**config.mk**
```make
export PLATFORM = sky130hd
export DESIGN_NAME = mfrm_tx
export DESIGN_NICKNAME = d
export VERILOG_FILES = /design/src/rtl/mfrm_pkg.sv /design/src/rtl/mfrm_rst_sync.sv /design/src/rtl/mfrm_parity.sv /design/src/rtl/mfrm_halftimer.sv /design/src/rtl/mfrm_shifter.sv /design/src/rtl/mfrm_tx.sv
export SDC_FILE = /design/constraint.sdc
export NUM_CORES = 1
export LEC_CHECK = 0
export ABC_AREA = 1
export BUFFER_PORTS_ARGS = -buffer_cell sky130_fd_sc_hd__buf_2
export CORE_MARGIN = 2
export CORE_UTILIZATION = 47
export DETAILED_ROUTE_END_ITERATION = 16
export PLACE_DENSITY_LB_ADDON = 0.05
export SLEW_MARGIN = 20
export SYNTH_ARGS = -nofsm -noshare
export SYNTH_HDL_FRONTEND = slang
export SYNTH_SLANG_ARGS = --single-unit
```
**constraint.sdc**
```tcl
create_clock -name clk -period 3.89 [get_ports clk]
set_input_delay 0.778 -clock clk [delete_from_list [all_inputs] [get_ports clk]]
set_output_delay 0.778 -clock clk [all_outputs]
set_load 0.01 [all_outputs]
```
**src/rtl/mfrm_pkg.sv**
```systemverilog
package mfrm_pkg;

  typedef enum logic [2:0] {
    ST_IDLE   = 3'd0,
    ST_SYNC_H = 3'd1,
    ST_SYNC_L = 3'd2,
    ST_HALF_A = 3'd3,
    ST_HALF_B = 3'd4
  } tx_state_e;

endpackage

```
**src/rtl/mfrm_rst_sync.sv**
```systemverilog
module mfrm_rst_sync (
  input  logic clk,
  input  logic rst_n,
  output logic rst_n_o
);

  logic meta_q;
  logic sync_q;

  always_ff @(posedge clk or negedge rst_n) begin
    if (!rst_n) begin
      meta_q <= 1'b0;
      sync_q <= 1'b0;
    end else begin
      meta_q <= 1'b1;
      sync_q <= meta_q;
    end
  end

  assign rst_n_o = sync_q;

endmodule

```
**src/rtl/mfrm_parity.sv**
```systemverilog
module mfrm_parity #(
  parameter int WORD_W = 32
) (
  input  logic [WORD_W-1:0] data_i,
  input  logic [WORD_W-1:0] chk_i,
  output logic [WORD_W-1:0] par_o
);

  // odd count over {data, check, parity} per bit column
  for (genvar g = 0; g < WORD_W; g++) begin : g_col
    assign par_o[g] = ~(data_i[g] ^ chk_i[g]);
  end

endmodule

```
**src/rtl/mfrm_halftimer.sv**
```systemverilog
module mfrm_halftimer #(
  parameter int HALF_CYC   = 5,
  parameter int START_MULT = 3
) (
  input  logic clk,
  input  logic rst_n,
  input  logic en_i,
  input  logic load_i,
  input  logic long_i,
  output logic expire_o
);

  localparam int LONG_CYC = HALF_CYC * START_MULT;
  localparam int CW       = $clog2(LONG_CYC + 1);
  localparam logic [CW-1:0] LONG_RLD  = CW'(LONG_CYC - 1);
  localparam logic [CW-1:0] SHORT_RLD = CW'(HALF_CYC - 1);

  logic [CW-1:0] cnt_q;
  logic [CW-1:0] cnt_d;
  logic          cnt_en;

  always_comb begin
    cnt_en = 1'b0;
    cnt_d  = cnt_q;
    if (load_i) begin
      cnt_en = 1'b1;
      cnt_d  = long_i ? LONG_RLD : SHORT_RLD;
    end else if (en_i && (cnt_q != '0)) begin
      cnt_en = 1'b1;
      cnt_d  = cnt_q - 1'b1;
    end
  end

  always_ff @(posedge clk or negedge rst_n) begin
    if (!rst_n) begin
      cnt_q <= '0;
    end else if (cnt_en) begin
      cnt_q <= cnt_d;
    end
  end

  assign expire_o = (cnt_q == '0);

endmodule

```
**src/rtl/mfrm_shifter.sv**
```systemverilog
module mfrm_shifter #(
  parameter int FRAME_W = 101
) (
  input  logic               clk,
  input  logic               rst_n,
  input  logic               load_i,
  input  logic               shift_i,
  input  logic [FRAME_W-1:0] din_i,
  output logic               msb_o,
  output logic               nxt_o,
  output logic               last_o
);

  localparam int LW = $clog2(FRAME_W);
  localparam logic [LW-1:0] LEFT_RLD = LW'(FRAME_W - 1);

  logic [FRAME_W-1:0] sh_q;
  logic [FRAME_W-1:0] sh_d;
  logic [LW-1:0]      left_q;
  logic [LW-1:0]      left_d;
  logic               sh_en;

  always_comb begin
    sh_en  = load_i | shift_i;
    sh_d   = sh_q;
    left_d = left_q;
    if (load_i) begin
      sh_d   = din_i;
      left_d = LEFT_RLD;
    end else if (shift_i) begin
      sh_d   = {sh_q[FRAME_W-2:0], 1'b0};
      left_d = left_q - 1'b1;
    end
  end

  always_ff @(posedge clk or negedge rst_n) begin
    if (!rst_n) begin
      sh_q   <= '0;
      left_q <= '0;
    end else if (sh_en) begin
      sh_q   <= sh_d;
      left_q <= left_d;
    end
  end

  assign msb_o  = sh_q[FRAME_W-1];
  assign nxt_o  = sh_q[FRAME_W-2];
  assign last_o = (left_q == '0);

endmodule

```
**src/rtl/mfrm_tx.sv**
```systemverilog
module mfrm_tx #(
  parameter int HDR_W      = 5,
  parameter int WORD_W     = 32,
  parameter int HALF_CYC   = 5,
  parameter int START_MULT = 3
) (
  input  logic              clk,
  input  logic              rst_n,
  input  logic              ld_valid_i,
  output logic              ld_ready_o,
  input  logic [HDR_W-1:0]  hdr_i,
  input  logic [WORD_W-1:0] data_i,
  input  logic [WORD_W-1:0] chk_i,
  output logic              line_o,
  output logic              busy_o
);

  import mfrm_pkg::*;

  localparam int FRAME_W = HDR_W + 3 * WORD_W;

  logic               rst_sn;
  tx_state_e          st_q;
  tx_state_e          st_d;
  logic               line_q;
  logic               line_d;
  logic               accept;
  logic               busy;
  logic               expire;
  logic               tmr_load;
  logic               tmr_long;
  logic               sh_shift;
  logic               sh_msb;
  logic               sh_nxt;
  logic               sh_last;
  logic [WORD_W-1:0]  par_w;
  logic [FRAME_W-1:0] frame_w;

  mfrm_rst_sync u_rst (
    .clk     (clk),
    .rst_n   (rst_n),
    .rst_n_o (rst_sn)
  );

  mfrm_parity #(.WORD_W(WORD_W)) u_par (
    .data_i (data_i),
    .chk_i  (chk_i),
    .par_o  (par_w)
  );

  assign frame_w = {hdr_i, data_i, chk_i, par_w};

  mfrm_halftimer #(.HALF_CYC(HALF_CYC), .START_MULT(START_MULT)) u_tmr (
    .clk      (clk),
    .rst_n    (rst_sn),
    .en_i     (busy),
    .load_i   (tmr_load),
    .long_i   (tmr_long),
    .expire_o (expire)
  );

  mfrm_shifter #(.FRAME_W(FRAME_W)) u_sh (
    .clk     (clk),
    .rst_n   (rst_sn),
    .load_i  (accept),
    .shift_i (sh_shift),
    .din_i   (frame_w),
    .msb_o   (sh_msb),
    .nxt_o   (sh_nxt),
    .last_o  (sh_last)
  );

  assign busy     = (st_q != ST_IDLE);
  assign accept   = ld_valid_i & ~busy;
  assign tmr_load = accept | (busy & expire);
  assign tmr_long = accept | (st_q == ST_SYNC_H);
  assign sh_shift = (st_q == ST_HALF_B) & expire & ~sh_last;

  always_comb begin
    st_d   = st_q;
    line_d = line_q;
    unique case (st_q)
      ST_IDLE: begin
        line_d = 1'b0;
        if (ld_valid_i) begin
          st_d   = ST_SYNC_H;
          line_d = 1'b1;
        end
      end
      ST_SYNC_H: begin
        if (expire) begin
          st_d   = ST_SYNC_L;
          line_d = 1'b0;
        end
      end
      ST_SYNC_L: begin
        if (expire) begin
          st_d   = ST_HALF_A;
          line_d = sh_msb;
        end
      end
      ST_HALF_A: begin
        if (expire) begin
          st_d   = ST_HALF_B;
          line_d = ~sh_msb;
        end
      end
      ST_HALF_B: begin
        if (expire) begin
          if (sh_last) begin
            st_d   = ST_IDLE;
            line_d = 1'b0;
          end else begin
            st_d   = ST_HALF_A;
            line_d = sh_nxt;
          end
        end
      end
      default: begin
        st_d   = ST_IDLE;
        line_d = 1'b0;
      end
    endcase
  end

  always_ff @(posedge clk or negedge rst_sn) begin
    if (!rst_sn) begin
      st_q   <= ST_IDLE;
      line_q <= 1'b0;
    end else begin
      st_q   <= st_d;
      line_q <= line_d;
    end
  end

  assign ld_ready_o = ~busy;
  assign busy_o     = busy;
  assign line_o     = line_q;

endmodule

```
* Word-level counts from Yosys, hierarchy flattened
Index checks and enable logic that the tools add are counted.
Word-level totals: register bits 118, input port bits 72
Operators by class: add/sub/neg operators 2, eq/ne operators 9, multiplexer cells 23, bitwise logic cells 74, reduce and logical (&&, ||, !) cells 12
Operators by type and width (count):
- two-way mux 101 bit | 2
- inverter 1 bit | 35
- bitwise XOR 1 bit | 32
- two-way mux 3 bit | 5
- case mux 3 bit (5 select lines) | 1
- two-way mux 7 bit | 2
- two-way mux 4 bit | 3
- != test 2 bit, second input constant | 5
- two-way mux 1 bit | 8
- logical NOT 7 bit | 1
- subtractor 7 x 1 -> 7 bit, second input constant | 1
- equality test 3 x 2 -> 1 bit, second input constant | 2
- case mux 1 bit (5 select lines) | 1
- AND reduction 5 bit | 1
- AND 1 bit | 4
- logical NOT 4 bit | 1
- AND reduction 2 bit | 2
- AND reduction 4 bit | 1
- nonzero test 2 bit | 2
- nonzero test 4 bit | 1
- subtractor 4 x 1 -> 4 bit, second input constant | 1
- equality test 3 x 1 -> 1 bit, second input constant | 1
- equality test 3 bit, second input constant | 1
- logical NOT 3 bit | 1
- 4 further kinds | 6

* Logic depth before layout (Yosys ltp)
Gate-level depths: netlist (run 1).
word-level depth 6, gate-level depth with buffers 11, gate-level depth less buffers 9

* Cells and area by module
Synthesis (run 1) repeated with hierarchy kept, for this count alone.
Second synthesis, totals: cells, all modules 755, area, all modules 5964.5 µm²
Modules (own cells, without submodules):
- mfrm_shifter | instances 1, cells each 508, area an instance 4723.3 µm², seq. area each 2702.6 µm²
- mfrm_parity | instances 1, cells each 160, area an instance 600.6 µm², seq. area each 0.0 µm²
- mfrm_tx | instances 1, cells each 51, area an instance 340.3 µm², seq. area each 100.1 µm²
- mfrm_halftimer | instances 1, cells each 33, area an instance 246.5 µm², seq. area each 100.1 µm²
- mfrm_rst_sync | instances 1, cells each 3, area an instance 53.8 µm², seq. area each 50.0 µm²

* Worst setup path after synthesis (run 1)
Ideal clock, no wire load.
path type reg2out, start reg st_q[1], end out ld_ready_o, arrival 0.804 ns, required time 3.112 ns, setup slack 2.308 ns, stages on the path, launching flop included 4, buffers on the path 0, path through dfrtp_1 -> nor2_2 -> nand2_2 -> inv_1
On the way: cells in the longest elaborated chain, start to end 2
RTL lines:
- start: declaration | line mfrm_tx.sv:23 | tx_state_e st_q;
- start signal: assignment | line mfrm_tx.sv:131 | st_q <= st_d;
- nonzero test 3 bit | line mfrm_tx.sv:73 | assign busy = (st_q != ST_IDLE);
- via busy_o | line mfrm_tx.sv:15 | output logic busy_o
- inverter 1 bit | line mfrm_tx.sv:136 | assign ld_ready_o = ~busy;
- end: declaration | line mfrm_tx.sv:10 | output logic ld_ready_o,
The timed path passes the listed nets, and every way through them passes these cells.

* Final worst setup path (run 1)
start reg st_q[0], end reg u_sh.sh_q[36]
On the way: cells in the longest elaborated chain, start to end 5, elaborated cells between the ends (all ways) 10
RTL lines:
- equality test 3 bit or nonzero test 3 bit (tied branches) | line mfrm_tx.sv:77, mfrm_tx.sv:73
- AND 1 bit or inverter 1 bit (tied branches) | line mfrm_tx.sv:77, mfrm_tx.sv:74
- AND 1 bit (on tied branches) | line mfrm_tx.sv:77, mfrm_tx.sv:74
- nonzero test 2 bit (no source line) or bitwise OR 1 bit (tied branches)
- AND reduction 2 bit (no source line)
- end signal: assignment | line mfrm_shifter.sv:38 | sh_q <= '0;
- end signal: assignment | line mfrm_shifter.sv:41 | sh_q <= sh_d;
- end: declaration | line mfrm_shifter.sv:17 | logic [FRAME_W-1:0] sh_q;
Parallel ways exist; a longest one is shown, timed or not. A chain may end at the register's enable or synchronous reset.

==> impl_metrics.csv, run 1 <==
group,metric,value,unit
yosys,yosys_warnings,0,
critical_path,crit_chain,"nor2_2 -> nand2_2 -> nor2_4 -> clkinv_2 -> buf_12 -> nand3_1 -> nand3_1",
power_and_ir_drop,combPwrFrac,30.2,%
grt,grt_pass1_vias,5045,
timing,hold_violations,0,
critical_path,path_buf_inv,2,
power_and_ir_drop,powerDensity,797.3,nW/um2
clock_network,clk_pin_slew_worst_paths,60,ps
place,dpl.hpwl,7686,um
clock_network,cts_buffer_depth,2,
critical_path,crit_top_cell,"nand3_1",
grt,antenna_found_initial,0,
detailed_routing,ant_nets,0,
power_and_ir_drop,p_int,0.003594,W
timing,fin_crit_sh,61.47,%
timing,layout_setup_ws,1499,ps
critical_path,critPathTopFamily,"buffers and inverters",
detailed_routing,viasPerCell,5.151,
timing,fmax,418.2,MHz
critical_path,cp_slowest_cell,"clkinv_2",
place,pre_cts_ws,1312,ps
timing,rsz0062_at_grt,"false",
yosys,ys_ff_latch,118,
grt,grt_util_all_layers,21.39,%
critical_path,rr_endpoint,"u_sh.sh_q[36]",
yosys,synth-main-ff-cell,"dfrtp_1",
timing,period_needed,2391,ps
clock_network,cts_buffers,17,
clock_network,htreeDepth,4,
grt,grt_max_degree,108,
power_and_ir_drop,swShare,34.56,%
grt,grt_first_pass_wirelength,22780,um
critical_path,crit_type,"reg -> reg",
power_and_ir_drop,leakage,3.345,nW
timing,drv_slew,0,
detailed_routing,wl_per_cell,13.59,um
critical_path,arrival,2690,ps
critical_path,r2r_slack,1500,ps
floorplanning,coreArea,12060,um2
yosys,synth_cells,722,
run,timing.max_cap.violations,0,
finish,drive_gt1_share,15.70,%
yosys,syn_avg_cell_area,8.079,um2
finish,areaGrowthSynthToFinish,18.08,%
yosys,syn_area,5833,um2
clock_network,postCtsSetupBuffers,0,
timing,worstMarginPinSlew,1045,ps
power_and_ir_drop,ir_drop,0.4293,mV
yosys,synth_cell_types,27,
detailed_routing,drc_errors,0,
yosys,postSynth.asyncResetShare,100.0,%
power_and_ir_drop,clockPowerShare,29.8,%
critical_path,r2r_cells,7,
floorplanning,rows,40,
critical_path,reg2reg_from,"st_q[0]",
place,dpl-instance-area,6238,um2
floorplanning,die_y,115.4,um
floorplanning,die_area,13320,um2
timing,max_slew_margin,30.31,%
yosys,synth_edf_count,0,
clock_network,insertion_delay,420,ps
timing,fin_skew,10.50,ps
place,gp_congestion,0.8333,
finish,final_area,6888,um2
clock_network,cts_tree,"yes",
place,port_buffers,74,
detailed_routing,first_pass_iters,4,
power_and_ir_drop,p_sw,0.001898,W
timing,setup_viol,0,
grt,grt-ovfl-total,0,
power_and_ir_drop,seq_power_share,40.0,%
detailed_routing,dr_total_vias,4935,
detailed_routing,drtIter0Drc,439,
yosys,synth.yosys.seq_area_share,50.62,%
floorplanning,io_pins,75,
outcome,status,"finished clean",
place,dp_cells,925,
floorplanning,start_util,48.36,%
detailed_routing,wirelength,13020,um
floorplanning,die_w,115.4,um
clock_network,cts_sinks,118,
critical_path,startpoint_type,"register",
finish,diodes,0,
critical_path,cp_data_required_time,4180,ps
critical_path,worstPathMaxFanout,61,
clock_network,cts_resized,0,
critical_path,cpPeakStageDelay,650,ps
finish,layout.nets,852,
yosys,synthesis.nets,797,
finish,fill_cells,1140,
clock_network,cts_root_buf,"clkbuf_16",
timing,finalSetupTns,0,ps
finish,layout.cells.non_filler,958,
hold_path,hp-class,"in -> async",
critical_path,crit_path_end_kind,"register",
finish,fin_util,57.11,%
clock_network,ctsHoldBuffers,0,
[Yosys cell counts (2+ instances only)]
master    number  share of area, %
xor2_1         2              0.30
nand2_2        2              0.21
nand2_1      244                16
o21ai_0        9              0.77
nor2_1        10              0.64
inv_2          2              0.13
clkbuf_1       9              0.58
buf_4         13               1.7
nand3_1      220                19
buf_1          2              0.13
nor2_2         3              0.32
xnor2_1       31               4.7
buf_2         20               1.7
ha_1           3              0.64
inv_1         22               1.4
dfrtp_1      118                51
nand4_1        2              0.21
[how the worst max path moves through the flow]
stage | start | to | cells after the start
3_5_place_dp | ld_valid_i | u_sh.sh_q[70] | 7
4_1_cts | u_sh.left_q[0] | u_sh.left_q[2] | 10
2_1_floorplan | u_rst.rst_n_o | line_o | 0
5_1_grt | st_q[0] | u_sh.sh_q[13] | 7
3_3_place_gp | ld_valid_i | u_sh.sh_q[69] | 7
6_report | st_q[0] | u_sh.sh_q[36] | 7
[per-layer routing]
| layer | global-route usage (%) | up-vias | wire length [um] |
|---|---|---|---|
| met5 | 0 | - | 0 |
| met2 | 34.81 | 98 | 6433 |
| met4 | 9.478 | 0 | 102 |
| met3 | 4.850 | 7 | 517 |
| li1 | - | 2479 | - |
| met1 | 27.39 | 2351 | 5971 |
[layout make-up]
cell class	count	area, um2	area share, %
Clock inverter	8	117.6	1.708
Tap cell	168	210.2	3.052
Timing Repair Buffer	81	460.4	6.685
Sequential cell	118	2957	42.92
Multi-Input combinational cell	535	2540	36.88
Inverter	24	91.34	1.326
Clock buffer	24	511.7	7.430
[stage by stage]
stage          total power [W]  hold slack [ps]
2_1_floorplan         0.003459            331.2
3_3_place_gp          0.003785            336.1
3_5_place_dp          0.003880            335.8
4_1_cts               0.005556            120.4
5_1_grt               0.005948            124.1
6_report              0.005492            142.9
[worst reg2reg max path: cells and delay by family, from the launching register on]
family	cells	cell delay [ps]
AND/OR/NAND/NOR	5	660
buffers and inverters	2	1170
flip-flops	1	460
[cell families after synthesis]
kind of cell             count (synthesis)  share of synthesized area (%)
adder cells (fa/ha/maj)                  3                         0.6436
XOR/XNOR                                33                          4.955
flip-flops                             118                          50.62
buffers and inverters                   69                          5.834
other                                    1                        0.06429
AO/OA/AOI/OAI                           13                          1.244
AND/OR/NAND/NOR                        485                          36.64
[power groups by stage]
stage	registers, W	clock network, W	logic, W
global placement	0.00219	0	0.00160
finish	0.00220	0.00164	0.00166
detailed placement	0.00220	0	0.00168
floorplan	0.00211	0	0.00135
CTS	0.00220	0.00167	0.00169
global route	0.00228	0.00173	0.00194
[state kept, by name, indices dropped and copies added (netlist names)]
signal	count
line_o	1
st_q	3
u_rst.meta_q	1
u_rst.rst_n_o	1
u_sh.left_q	7
u_sh.sh_q	101
u_tmr.cnt_q	4
[layout by cell type, fill, tap and decap left out, drive strengths merged]
cell	netlist	layout
nand2	247	247
nand3	221	221
dfrtp	118	118
buf	36	81
xnor2	31	31
clkbuf	9	24
inv	24	23
nor2	14	14
o21ai	10	10
clkinv	0	5
ha	3	3
bufinv	0	3
xor2	2	2
nand4	2	2
o21bai	1	1
or2	1	1
o211ai	1	1
a22oi	1	1
clkinvlp	0	1
conb	1	1
Power figures use the tool's default switching activity.
==> run 2: changes to the inputs <==
==> constraint.sdc (replaced) <==
create_clock -name clk -period 2.2 [get_ports clk]
set_input_delay 0.44 -clock clk [delete_from_list [all_inputs] [get_ports clk]]
set_output_delay 0.44 -clock clk [all_outputs]
set_load 0.01 [all_outputs]
==> impl_metrics.csv, run 2 (synthesis gave the netlist of run 1 again) <==
group,metric,value,unit
run,timing.max_cap.violations,0,
grt,grt_max_degree,111,
power_and_ir_drop,leakage,3.342,nW
timing,fmax,545.6,MHz
power_and_ir_drop,clockPowerShare,28.4,%
timing,worstMarginPinSlew,562.4,ps
power_and_ir_drop,ir_drop,0.5497,mV
clock_network,cts_tree,"yes",
critical_path,cp_slowest_cell,"dfrtp_1",
critical_path,startpoint_type,"register",
finish,final_common_cell,"nand2_1",
critical_path,r2r_cells,9,
clock_network,cts_buffers,17,
power_and_ir_drop,p_int,0.006149,W
finish,fin_util,57.04,%
place,pre_cts_ws,379.0,ps
power_and_ir_drop,powerDensity,1387,nW/um2
finish,drive_gt1_share,15.87,%
place,port_buffers,74,
hold_path,hold_end,"u_sh.sh_q[97]",
detailed_routing,drtIter0Drc,402,
critical_path,rr_endpoint,"u_sh.sh_q[94]",
finish,top_register,"u_sh.sh_q",
timing,holdWs,240.2,ps
floorplanning,coreArea,12060,um2
power_and_ir_drop,seq_power_share,40.5,%
power_and_ir_drop,swShare,35.57,%
detailed_routing,wirelength,13230,um
detailed_routing,first_pass_iters,5,
critical_path,r2r_slack,370,ps
hold_path,hp-class,"in -> reg",
grt,grt_util_all_layers,21.86,%
timing,finalSetupTns,0,ps
detailed_routing,viasPerCell,5.237,
clock_network,cts_buffer_depth,2,
hold_path,whs_path_depth,3,
critical_path,crit_chain,"nor2_2 -> nand2_2 -> inv_1 -> buf_2",
floorplanning,io_pins,75,
timing,period_needed,1833,ps
clock_network,htreeDepth,4,
floorplanning,die_area,13320,um2
critical_path,cpPeakStageDelay,460,ps
floorplanning,rows,40,
finish,largest_register_ffs,101,
floorplanning,start_util,48.36,%
clock_network,cts_root_buf,"clkbuf_16",
finish,reg_top3,"u_sh.sh_q: 101 flops, u_sh.left_q: 7 flops, u_tmr.cnt_q: 4 flops",
power_and_ir_drop,combPwrFrac,31.0,%
timing,fin_crit_sh,83.31,%
critical_path,reg2reg_from,"u_sh.left_q[0]",
floorplanning,die_y,115.4,um
detailed_routing,drc_errors,0,
critical_path,worstPathMaxFanout,8,
detailed_routing,ant_nets,0,
floorplanning,die_w,115.4,um
finish,layout.nets,856,
power_and_ir_drop,p_sw,0.003396,W
grt,grt-ovfl-total,0,
hold_path,hp-start,"hdr_i[1]",
timing,drv_slew,0,
place,dpl.hpwl,7958,um
grt,grt_first_pass_wirelength,22920,um
clock_network,cts_sinks,118,
grt,antenna_found_initial,0,
power_and_ir_drop,power,0.009545,W
timing,rsz0062_at_grt,"false",
detailed_routing,wl_per_cell,13.75,um
finish,areaGrowthSynthToFinish,17.95,%
critical_path,cp_data_required_time,1760,ps
critical_path,crit_type,"reg -> out",
clock_network,insertion_delay,420,ps
place,gp_congestion,0.7607,
finish,fill_cells,1132,
critical_path,crit_path_end_kind,"output port",
timing,max_slew_margin,62.51,%
finish,layout_common_cells,"244 x nand2_1, 220 x nand3_1, 117 x dfrtp_1",
timing,setup_viol,0,
timing,fin_skew,8.421,ps
clock_network,clk_pin_slew_worst_paths,50,ps
finish,diodes,0,
timing,hold_violations,0,
grt,grt_pass1_vias,5090,
critical_path,arrival,1390,ps
detailed_routing,dr_total_vias,5038,
critical_path,startpoint,"st_q[1]",
outcome,status,"finished clean",
timing,layout_setup_ws,367.2,ps
==> run 2: cell types whose count changed in the layout (fill, tap and decap cells not counted), sizes merged <==
cell,change
buf,+3
clkinv,+3
clkbuf,-2
bufinv,-1
dlygate4sd3,+1
==> run 2: per-stage QoR <==
stage,cell area (um2),std cells
finish,6880,962
global route,6880,962
CTS,6880,962
detailed placement,6294,929
global placement,6294,929
floorplan,5834,722
==> run 2: worst max-delay path by stage <==
stage / endpoint / slack (ps) / depth (start not counted)
after floorplan: line_o / 230 / 0
after global placement: u_sh.sh_q[83] / 430 / 9
after detailed placement: u_sh.sh_q[83] / 380 / 9
after CTS: ld_ready_o / 340 / 4
after global routing: u_sh.sh_q[51] / 130 / 9
final: ld_ready_o / 370 / 4
==> run 2: routing by layer <==
metal	part of all wire [%]	global-route usage [%]	vias up	routed length, um
met3	4.4	6.484	17	581
li1	-	-	2477	-
met4	1.5	9.157	0	203
met2	49	36.06	109	6447
met1	45	26.81	2435	5999
met5	0	0	-	0
==> run 2: power by group through the flow <==
stage	combinational (W)	clock (W)	sequential (W)
floorplan	0.00238	0	0.00374
global placement	0.00288	0	0.00387
detailed placement	0.00300	0	0.00388
CTS	0.00302	0.00278	0.00386
global route	0.00348	0.00288	0.00399
finish	0.00296	0.00271	0.00387
==> run 2: area by class of cell <==
type / instances / area, um2 / area share (%)
clock inverters: 10 / 102.6 / 1.491
repair buffers: 85 / 505.5 / 7.347
multi-input cells: 535 / 2540 / 36.92
clock buffers: 22 / 474.2 / 6.892
well taps: 168 / 210.2 / 3.055
flip-flops and latches: 118 / 2957 / 42.97
inverters: 24 / 91.34 / 1.328
==> run 2: worst max-delay path, delay by kind of cell, from the launching register on <==
family,cells,cell delay [ps]
flip-flops,1,460
AND/OR/NAND/NOR,2,320
buffers and inverters,2,200
==> run 2: timing repair <==
action                    4_1_cts  5_1_grt
hold endpoints to repair        2        0
buffers inserted                0        0
resized for setup               0        0
hold buffers                    1        0
==> run 3: changes to the inputs <==
--- a/config.mk
+++ b/config.mk
@@ -5,7 +5,7 @@
 export SDC_FILE = /design/constraint.sdc
 export NUM_CORES = 1
 export LEC_CHECK = 0
-export ABC_AREA = 1
+export ABC_AREA = 0
 export BUFFER_PORTS_ARGS = -buffer_cell sky130_fd_sc_hd__buf_2
 export CORE_MARGIN = 2
 export CORE_UTILIZATION = 47
==> constraint.sdc (replaced) <==
create_clock -name clk -period 1.9 [get_ports clk]
set_input_delay 0.38 -clock clk [delete_from_list [all_inputs] [get_ports clk]]
set_output_delay 0.38 -clock clk [all_outputs]
set_load 0.01 [all_outputs]
==> impl_metrics.csv, run 3 <==
group,metric,value,unit
hold_path,hp-class,"in -> async",
finish,diodes,0,
place,dp_cells,678,
finish,drive_gt1_share,32.28,%
timing,hold_violations,0,
grt,grt_pass1_vias,4562,
clock_network,cts_buffers,17,
floorplanning,rows,39,
finish,reg_top3,"u_sh.sh_q: 101 flops, u_sh.left_q: 7 flops, u_tmr.cnt_q: 4 flops",
detailed_routing,m1WireLength,7323,um
detailed_routing,wirelength,15590,um
yosys,yosysTopAreaCell,"dfrtp_1",
power_and_ir_drop,power,0.01076,W
power_and_ir_drop,clockPowerShare,30.3,%
yosys,synth_cell_types,41,
timing,drv_slew,0,
critical_path,r2r_slack,-150,ps
clock_network,clk_pin_slew_worst_paths,50,ps
finish,layout.nets,663,
power_and_ir_drop,combPwrFrac,29.8,%
detailed_routing,drc_errors,0,
power_and_ir_drop,swShare,29.36,%
timing,rsz0062_at_grt,"true",
finish,layout_common_cells,"117 x dfrtp_1, 100 x a221o_1, 73 x buf_2",
finish,fill_cells,882,
power_and_ir_drop,ir_drop,1.308,mV
timing,fmax,486.8,MHz
critical_path,startpoint_type,"register",
floorplanning,die_y,112.8,um
grt,grt-ovfl-total,0,
floorplanning,io_pins,75,
detailed_routing,wl_per_cell,20.96,um
grt,grt_max_degree,43,
critical_path,arrival,2350,ps
yosys,synth.yosys.seq_area_share,53.05,%
yosys,syn_avg_cell_area,11.72,um2
detailed_routing,drtIter0Drc,292,
yosys,ys_ff_latch,118,
yosys,synthesis.nets,550,
run,timing.max_cap.violations,0,
clock_network,htreeDepth,4,
outcome,status,"finished with violations",
power_and_ir_drop,seq_power_share,39.9,%
detailed_routing,first_pass_iters,5,
yosys,postSynth.asyncResetShare,100.0,%
critical_path,cp_data_required_time,2200,ps
yosys,yosys_warnings,0,
timing,fin_skew,11.14,ps
yosys,synth_top_area_share,53.05,%
power_and_ir_drop,p_sw,0.003160,W
detailed_routing,ant_nets,0,
outcome,violations,"negative setup slack",
power_and_ir_drop,p_int,0.007603,W
yosys,synth_cells,475,
detailed_routing,met3WireLength,821,um
clock_network,cts_tree,"yes",
finish,final_common_cell,"dfrtp_1",
power_and_ir_drop,leakage,3.660,nW
critical_path,crit_type,"reg -> reg",
place,dpl.hpwl,7905,um
yosys,synth-main-ff-cell,"dfrtp_1",
finish,layout.cells.non_filler,744,
place,pre_cts_ws,-133.7,ps
critical_path,worstPathMaxFanout,21,
finish,top_register,"u_sh.sh_q",
power_and_ir_drop,powerDensity,1447,nW/um2
grt,grt_util_all_layers,23.74,%
detailed_routing,viasPerCell,6.145,
grt,grt_first_pass_wirelength,23610,um
clock_network,cts_sinks,118,
clock_network,insertion_delay,420,ps
clock_network,cts_root_buf,"clkbuf_16",
place,gp_congestion,0.7674,
timing,setup_viol,103,
detailed_routing,top_layer_used,"met4",
yosys,synth_edf_count,0,
detailed_routing,wl_met2,7258,um
floorplanning,die_area,12730,um2
critical_path,crit_path_end_kind,"register",
timing,layout_setup_ws,-154.4,ps
floorplanning,start_util,48.54,%
finish,largest_register_ffs,101,
yosys,yosys-top-cells-area,"dfrtp_1 53%, a221o_1 18%, and3_1 7.8%",
place,port_buffers,74,
finish,areaGrowthSynthToFinish,33.63,%
clock_network,cts_buffer_depth,2,
yosys,synthTopCellsByCount,"118 x dfrtp_1, 100 x a221o_1, 69 x and3_1, 38 x nor2_1, 33 x xor2_1",
timing,holdWs,270.5,ps
timing,period_needed,2054,ps
timing,fin_crit_sh,108.1,%
yosys,syn_area,5567,um2
floorplanning,coreArea,11470,um2
detailed_routing,dr_total_vias,4572,
floorplanning,die_w,112.8,um
grt,antenna_found_initial,0,
yosys,synth.most_common_cell,"dfrtp_1",
==> run 3: kinds of logic (layout without fill, tap and decap cells) <==
| group | count (synthesis) | count (layout) | synth area share [%] |
|---|---|---|---|
| AO/OA/AOI/OAI | 126 | 126 | 21.06 |
| XOR/XNOR | 33 | 33 | 5.192 |
| adder cells (fa/ha/maj) | 3 | 3 | 0.6744 |
| buffers and inverters | 49 | 175 | 4.967 |
| flip-flops | 118 | 118 | 53.05 |
| multiplexers | 4 | 4 | 0.7642 |
| other | 1 | 1 | 0.06737 |
| AND/OR/NAND/NOR | 141 | 141 | 14.23 |
==> run 3: critical path: stages, from the launching register on <==
cell and delay, ps:
dfrtp_1 390, inv_2 90, ha_4 130, or3b_4 370, buf_4 160, nor2_4 140
nor2_4 100, clkbuf_16 200, a221o_1 350
==> run 3: routing by layer <==
metal,GRT usage (%),vias up
li1,-,2083
met1,33.64,2328
met2,36.41,145
met3,5.838,16
met4,7.236,0
met5,0,-
==> run 3: through the flow <==
| stage | setup TNS [ps] | area, um2 | utilization [%] |
|---|---|---|---|
| after floorplan | -4177 | 5612 | - |
| after global placement | -7772 | 6203 | 54.10 |
| after detailed placement | -12450 | 6203 | 54.10 |
| after CTS | -6846 | 7136 | 62.23 |
| after global routing | -18340 | 7438 | 64.87 |
| final | -13310 | 7438 | 64.87 |
==> run 3: worst paths after layout <==
path,startpoint,cells past startpoint,to
hold reg to reg,u_rst.rst_n_o,0,u_sh.sh_q[40]
setup / recovery,u_sh.left_q[0],8,u_sh.sh_q[3]
max in group asynchronous,u_rst.rst_n_o,1,u_sh.sh_q[46]
min in group clk,data_i[0],3,u_sh.sh_q[0]
hold / removal,rst_n,2,u_rst.rst_n_o
setup reg to reg,u_sh.left_q[0],8,u_sh.sh_q[3]
==> run 3: area by class of cell <==
| type | instances | area (um2) | share of cell area, % |
|---|---|---|---|
| Sequential cell | 118 | 2957 | 39.75 |
| Multi-Input combinational cell | 308 | 2429 | 32.65 |
| Timing Repair Buffer | 138 | 1246 | 16.75 |
| Clock buffer | 25 | 515.5 | 6.930 |
| Tap cell | 143 | 178.9 | 2.405 |
| Clock inverter | 7 | 91.34 | 1.228 |
| Inverter | 5 | 21.27 | 0.2860 |
==> run 3: power groups by stage <==
stage	Clock, W	Sequential (W)	Combinational, W
2_1_floorplan	0	0.00409	0.00195
4_1_cts	0.00330	0.00426	0.00296
3_5_place_dp	0	0.00427	0.00251
6_report	0.00326	0.00429	0.00321
5_1_grt	0.00342	0.00441	0.00349
3_3_place_gp	0	0.00428	0.00242
==> run 3: timing repair <==
action / CTS / global route
hold buffers: 1 / 0
resized for setup: 15 / 12
buffers inserted: 6 / 13
pin swaps: 6 / 6
gates cloned: 7 / 8
setup endpoints to repair: 107 / 111
hold endpoints to repair: 2 / 0
